--- src/rtl/irq_msg_pkg.sv ---
package irq_msg_pkg;
   localparam int OFF_W = 12;
   localparam logic [OFF_W-1:0] OFF_TGT0  = 12'h004;
   localparam logic [OFF_W-1:0] OFF_VIEW0 = 12'h00C;
   localparam logic [OFF_W-1:0] OFF_TGT1  = 12'h010;
   localparam logic [OFF_W-1:0] OFF_VIEW1 = 12'h014;
   localparam logic [OFF_W-1:0] OFF_MASK  = 12'h018;
   localparam logic [OFF_W-1:0] OFF_PEND  = 12'h01C;
   localparam logic [OFF_W-1:0] OFF_ROUTE = 12'h024;
   localparam logic [OFF_W-1:0] OFF_LEVEL = 12'h028;
endpackage

--- src/rtl/irq_edge_capture.sv ---
module irq_edge_capture #(
   parameter int NSRC = 11
) (
   input  logic            clk,
   input  logic            rst,
   input  logic [NSRC-1:0] src_i,
   input  logic            clr_i,
   output logic [NSRC-1:0] lvl_o,
   output logic [NSRC-1:0] pend_o,
   output logic [NSRC-1:0] edge_o
);
   logic [NSRC-1:0] lvl_q, pend_q;

   for (genvar i = 0; i < NSRC; i++) begin : g_bit
      // rising edge: input high while the recorded level is still low
      assign edge_o[i] = src_i[i] & ~lvl_q[i];
      always_ff @(posedge clk) begin
         if (rst) begin
            lvl_q[i]  <= 1'b0;
            pend_q[i] <= 1'b0;
         end else begin
            lvl_q[i]  <= src_i[i];
            pend_q[i] <= (clr_i ? 1'b0 : pend_q[i]) | edge_o[i];
         end
      end
   end

   assign lvl_o  = lvl_q;
   assign pend_o = pend_q;

   // a newly set pending bit always matches a newly risen level bit
   assert_pend_on_rise_R3 : assert property (@(posedge clk) disable iff (rst)
      ((pend_q & ~$past(pend_q)) & ~(lvl_q & ~$past(lvl_q))) == '0);

   // a clear with no edge present leaves the register empty
   assert_clear_empties_R4 : assert property (@(posedge clk) disable iff (rst)
      (clr_i && ((src_i & ~lvl_q) == '0)) |=> (pend_q == '0));
endmodule

--- src/rtl/irq_msg_queue.sv ---
module irq_msg_queue #(
   parameter int NSRC  = 11,
   parameter int DW    = 32,
   parameter int ALIGN = 5
) (
   input  logic            clk,
   input  logic            rst,
   input  logic [NSRC-1:0] new_i,
   input  logic [NSRC-1:0] route_i,
   input  logic [DW-1:0]   tgt0_i,
   input  logic [DW-1:0]   tgt1_i,
   input  logic            ready_i,
   output logic            valid_o,
   output logic [DW-1:0]   addr_o,
   output logic [DW-1:0]   data_o
);
   localparam int IW = (NSRC > 1) ? $clog2(NSRC) : 1;

   logic [NSRC-1:0] bm_q, rt_q, pick_1h;
   logic [IW-1:0]   pick_idx, src_q;
   logic            any, load, v_q;
   logic [DW-1:0]   tgt_q;

   // lowest waiting source wins
   always_comb begin
      pick_idx = '0;
      pick_1h  = '0;
      for (int i = NSRC - 1; i >= 0; i--) begin
         if (bm_q[i]) begin
            pick_idx = IW'(i);
            pick_1h  = NSRC'(1) << i;
         end
      end
   end

   assign any  = |bm_q;
   assign load = any && (!v_q || ready_i);

   always_ff @(posedge clk) begin
      if (rst) begin
         bm_q  <= '0;
         rt_q  <= '0;
         v_q   <= 1'b0;
         src_q <= '0;
         tgt_q <= '0;
      end else begin
         bm_q <= (bm_q & ~(load ? pick_1h : '0)) | new_i;
         for (int i = 0; i < NSRC; i++)
            if (new_i[i]) rt_q[i] <= route_i[i];
         if (load) begin
            v_q   <= 1'b1;
            src_q <= pick_idx;
            tgt_q <= rt_q[pick_idx] ? tgt1_i : tgt0_i;
         end else if (ready_i) begin
            v_q <= 1'b0;
         end
      end
   end

   assign valid_o = v_q;
   assign addr_o  = {tgt_q[DW-1:ALIGN], {ALIGN{1'b0}}};
   assign data_o  = {{(DW-ALIGN){1'b0}}, tgt_q[ALIGN-1:0]};

   // a stalled message holds still
   assert_stall_hold_R10 : assert property (@(posedge clk) disable iff (rst)
      (v_q && !ready_i) |=> (v_q && $stable(addr_o) && $stable(data_o)));

   // a waiting source follows a handshake without a gap
   assert_back_to_back_R10 : assert property (@(posedge clk) disable iff (rst)
      (v_q && ready_i && any) |=> v_q);

   // an issued message names a real source
   assert_src_range_R8 : assert property (@(posedge clk) disable iff (rst)
      v_q |-> (int'(src_q) < NSRC));
endmodule

--- src/rtl/irq_msg_ctrl.sv ---
module irq_msg_ctrl #(
   parameter int          NSRC     = 11,
   parameter int          DW       = 32,
   parameter int          ALIGN    = 5,
   parameter logic [31:0] CPU_BASE = 32'hFFFE_0000
) (
   input  logic        clk,
   input  logic        rst,
   input  logic [10:0] src_in,
   input  logic        reg_rd,
   input  logic        reg_wr,
   input  logic [11:0] reg_off,
   input  logic [31:0] reg_wdata,
   output logic [31:0] reg_rdata,
   output logic        msg_valid,
   input  logic        msg_ready,
   output logic [31:0] msg_addr,
   output logic [31:0] msg_data
);
   import irq_msg_pkg::*;

   localparam logic [DW-1:0] TGT_RST = DW'(CPU_BASE + 32'd3);

   if (NSRC != 11 || DW != 32) begin : g_bad_width
      $error("port widths are fixed at 11 sources and 32 data bits");
   end
   if (ALIGN < 1 || ALIGN >= DW) begin : g_bad_align
      $error("ALIGN must lie within the data word");
   end

   logic [NSRC-1:0] mask_q, route_q, lvl, pend, edge_v;
   logic [DW-1:0]   tgt0_q, tgt1_q;
   logic            pend_clr;

   assign pend_clr = (reg_rd || reg_wr) && (reg_off == OFF_PEND);

   irq_edge_capture #(.NSRC(NSRC)) u_cap (
      .clk(clk), .rst(rst), .src_i(src_in), .clr_i(pend_clr),
      .lvl_o(lvl), .pend_o(pend), .edge_o(edge_v)
   );

   irq_msg_queue #(.NSRC(NSRC), .DW(DW), .ALIGN(ALIGN)) u_q (
      .clk(clk), .rst(rst), .new_i(edge_v & mask_q), .route_i(route_q),
      .tgt0_i(tgt0_q), .tgt1_i(tgt1_q), .ready_i(msg_ready),
      .valid_o(msg_valid), .addr_o(msg_addr), .data_o(msg_data)
   );

   always_ff @(posedge clk) begin
      if (rst) begin
         mask_q  <= '0;
         route_q <= '0;
         tgt0_q  <= TGT_RST;
         tgt1_q  <= TGT_RST;
      end else if (reg_wr) begin
         unique case (reg_off)
            OFF_MASK:  mask_q  <= reg_wdata[NSRC-1:0];
            OFF_ROUTE: route_q <= reg_wdata[NSRC-1:0];
            OFF_TGT0:  tgt0_q  <= reg_wdata;
            OFF_TGT1:  tgt1_q  <= reg_wdata;
            default:   ;
         endcase
      end
   end

   always_comb begin
      reg_rdata = '0;
      if (reg_rd) begin
         unique case (reg_off)
            OFF_TGT0:  reg_rdata = tgt0_q;
            OFF_TGT1:  reg_rdata = tgt1_q;
            OFF_MASK:  reg_rdata = DW'(mask_q);
            OFF_ROUTE: reg_rdata = DW'(route_q);
            OFF_PEND:  reg_rdata = DW'(pend);
            OFF_LEVEL: reg_rdata = DW'(lvl);
            OFF_VIEW0: reg_rdata = DW'(lvl & mask_q & ~route_q);
            OFF_VIEW1: reg_rdata = DW'(lvl & mask_q & route_q);
            default:   reg_rdata = '0;
         endcase
      end
   end

   // no message starts unless a masked-in edge was seen earlier
   assert_masked_only_R9 : assert property (@(posedge clk) disable iff (rst)
      ($rose(msg_valid) && ($past(mask_q) == '0) && ($past(mask_q, 2) == '0)
       && ($past(msg_valid, 2) == 1'b0)) |-> 1'b0);
endmodule

--- config.mk ---
export PLATFORM = sky130hd
export DESIGN_NAME = irq_msg_ctrl
export DESIGN_NICKNAME = d
export VERILOG_FILES = /design/src/rtl/irq_msg_pkg.sv /design/src/rtl/irq_edge_capture.sv /design/src/rtl/irq_msg_queue.sv /design/src/rtl/irq_msg_ctrl.sv
export SDC_FILE = /design/constraint.sdc
export NUM_CORES = 1
export LEC_CHECK = 0
export ABC_CLOCK_PERIOD_IN_PS = 6100
export BUFFER_PORTS_ARGS = -buffer_cell sky130_fd_sc_hd__buf_2
export CORE_MARGIN = 2
export CORE_UTILIZATION = 39
export DETAILED_ROUTE_END_ITERATION = 10
export PLACE_DENSITY = 0.67
export SLEW_MARGIN = 25
export SYNTH_ARGS = -nofsm -noshare
export SYNTH_HDL_FRONTEND = slang
export SYNTH_SLANG_ARGS = --single-unit
--- constraint.sdc ---
create_clock -name clk -period 6.1 [get_ports clk]
set_input_delay 0.61 -clock clk [delete_from_list [all_inputs] [get_ports clk]]
set_output_delay 0.61 -clock clk [all_outputs]
set_load 0.05 [all_outputs]
==> results_dict.tcl <==
set metrics [dict create \
    critPathRequiredTime_ns 5.49 \
    cts_made_buffers 17 \
    reg_top3 "tgt0_q x32, tgt1_q x32, u_q.tgt_q x32" \
    synth.distinct_cells 45 \
    tns_ns 0 \
    worstSkewPairLatency_ns 0.43 \
    worst-setup-path-type "in2out" \
    post_cts_buffers 0 \
    grt_pass1_wl_mm 34.49 \
    worst_setup_path_start_kind "primary input" \
    syn_area_um2 7574 \
    drv_slew 0 \
    grt.met2_usage_pct 35.15 \
    drive_gt1_share_pct 20.62 \
    area_growth_pct 17.86 \
    io_buffers 124 \
    ys_seq_area_share_pct 43.09 \
    async_flop_share_pct 0 \
    vias_per_cell 5.399 \
    syn_inst 935 \
    rsz0062_at_grt "no" \
    path_clk_slew_ns 0.06 \
    hpwlAfterDp_mm 14.67 \
    dp.cells 1262 \
    grtUsageMet3_pct 4.932 \
    fin_nets 1081 \
    irDropWorstVdd_mv 0.1994 \
    wirelength_mm 22.15 \
    post-route-min-period_ns 3.844 \
    finalSetupViolCount 0 \
    grt_max_degree 79 \
    final_cells 1294 \
    synth-main-ff-cell "dfxtp_1" \
    pin_count 157 \
    synth_seq_cells 163 \
    core_area_um2 18890 \
    hold_buffers 0 \
    yosys_warnings 0 \
    end_kind "output pin" \
    remaining_drc_errors 0 \
    rows 50 \
    gp_congestion 0.8102 \
    skew_ns 0.007467 \
    critPathArrivalTime_ns 3.23 \
    cellLeakagePower_nw 3.672 \
    maxCapViolCount 0 \
    die_h_um 143.4 \
    drt_iter0_drc 567 \
    antenna_left 0 \
    tightest_slew_ns 0.9162 \
    slew_headroom_pct 38.69 \
    drt_pass1_iterations 6 \
    cts-root-buf "clkbuf_16" \
    ctsResizeCount 0 \
    antenna_found_initial 1 \
    fmax_mhz 260.2 \
    grt_overflow 0 \
    clk_path_buf_depth 2 \
    path_max_fanout 21 \
    cts_sinks 163 \
    top_usage_layer "met2" \
    grt_pass1_vias 6452 \
    grtUsageMet1_pct 28.78 \
    status "completed" \
    dieArea_um2 20550 \
    synth-edff-count 0 \
    hp-class "in2reg" \
    dieWidth_um 143.4 \
    grtUsageTotal_pct 21.39 \
    cts_tree "done" \
    htree_levels 4 \
    wire_per_inst_um 17.12 \
    initial_utilization_pct 40.09 \
    hold_viol 0 \
    syn_area_per_cell_um2 8.100 \
    vias 6986 \
    cellPowerDensity_nw_per_um2 272.2 \
    post-route-period-util_pct 63.01 \
]
-- cells in the final DEF, fill, tap and decap left out, types with 6 or more instances in the layout --
master / instances
a21oi_1: 75
a222oi_1: 11
a22oi_1: 32
a31oi_1: 12
and3_1: 11
buf_2: 123
buf_4: 16
bufinv_16: 6
clkbuf_16: 17
conb_1: 32
dfxtp_1: 163
mux2i_1: 18
nand2_1: 247
nand2b_1: 6
nand3_1: 12
nand3b_1: 35
nand4_1: 33
nor2_1: 53
nor2b_1: 24
o211ai_2: 30
o21ai_0: 6
o21ai_1: 11
xnor2_1: 11
-- cell type report --
class | instances | area (um2)
repair buffers | 139 | 735.7
flip-flops and latches | 163 | 3263
diodes | 1 | 2.502
fillers | 1918 | 9967
inverters | 2 | 7.507
clock buffers | 20 | 456.7
clock inverters | 11 | 222.7
multi-input cells | 698 | 3913
well taps | 260 | 325.3
-- cells in the mapped netlist, types with 2 or more instances --
cell,count,share of area [%]
nand4_1,33,2.7
o21ai_0,6,0.40
o211ai_2,30,5.0
and3_1,11,0.91
and2_1,4,0.33
a31oi_1,12,0.99
buf_6,3,0.45
nand3b_1,35,3.5
o211ai_1,4,0.40
dfxtp_1,163,43
nand2_1,247,12
nand3_1,12,0.79
a222oi_1,11,1.5
nand2b_1,6,0.50
nor2b_1,25,2.1
a22oi_1,32,3.2
xnor2_1,11,1.3
buf_4,32,3.2
a211o_1,2,0.23
a21oi_1,75,5.0
o31ai_1,3,0.30
buf_2,14,0.93
o41ai_1,3,0.35
nor4_1,2,0.17
o21ai_1,12,0.79
mux2i_1,18,2.4
nor3_1,5,0.33
clkbuf_1,54,2.7
nor2_1,54,2.7
-- metrics by stage --
stage / util, % / cell area, um2 / hold WS [ns] / total power [W] / worst slack [ns]
3_5_place_dp: 43.61 / 8239 / 0.4420 / 0.001219 / 2.299
5_1_grt: 47.23 / 8924 / 0.4123 / 0.002498 / 2.002
3_3_place_gp: 43.58 / 8234 / 0.4439 / 0.001218 / 2.113
4_1_cts: 47.21 / 8919 / 0.3950 / 0.002444 / 2.305
6_report: 47.25 / 8926 / 0.4009 / 0.002430 / 2.256
2_1_floorplan: - / 7690 / 0.4446 / 0.001196 / 2.511
-- path summary, 6_finish.rpt --
path                                    from                         end  slack [ns]  cells after the start
setup / recovery                  reg_off[1]               reg_rdata[29]        2.26                      8
setup reg to reg      u_q.bm_q[9]$_SDFF_PP0_   u_q.tgt_q[7]$_SDFFE_PP0P_        3.24                      8
hold reg to reg   u_q.tgt_q[25]$_SDFFE_PP0P_  u_q.tgt_q[25]$_SDFFE_PP0P_        0.46                      2
hold / removal                     src_in[2]   u_cap.lvl_o[2]$_SDFF_PP0_        0.40                      2
-- where the power goes --
group	switching (W)	total (W)	internal, W
Sequential	0.00000563	0.00108	0.00107
Combinational	0.0000882	0.000116	0.0000282
Clock	0.000442	0.00123	0.000792
-- worst max-delay path: stages --
cell     delay (ns)
buf_2          0.09
nor4_1         0.55
nand2_1        0.29
nor4_4         0.71
buf_4          0.40
a22oi_1        0.14
nor2_1         0.13
buf_2          0.27
-- cell families after synthesis --
family	synth area share (%)
buf+inv	7.319
compound gates	18.47
simple gates	27.31
mux	2.379
other cells	0.04951
flops	43.09
xor+xnor	1.388
-- layer usage --
| layer | routed length [um] | up-vias |
|---|---|---|
| met2 | 10580 | 222 |
| li1 | - | 3366 |
| met5 | 0 | - |
| met1 | 9996 | 3376 |
| met3 | 1345 | 22 |
| met4 | 228 | 0 |
(Power assumes the default switching activity.)
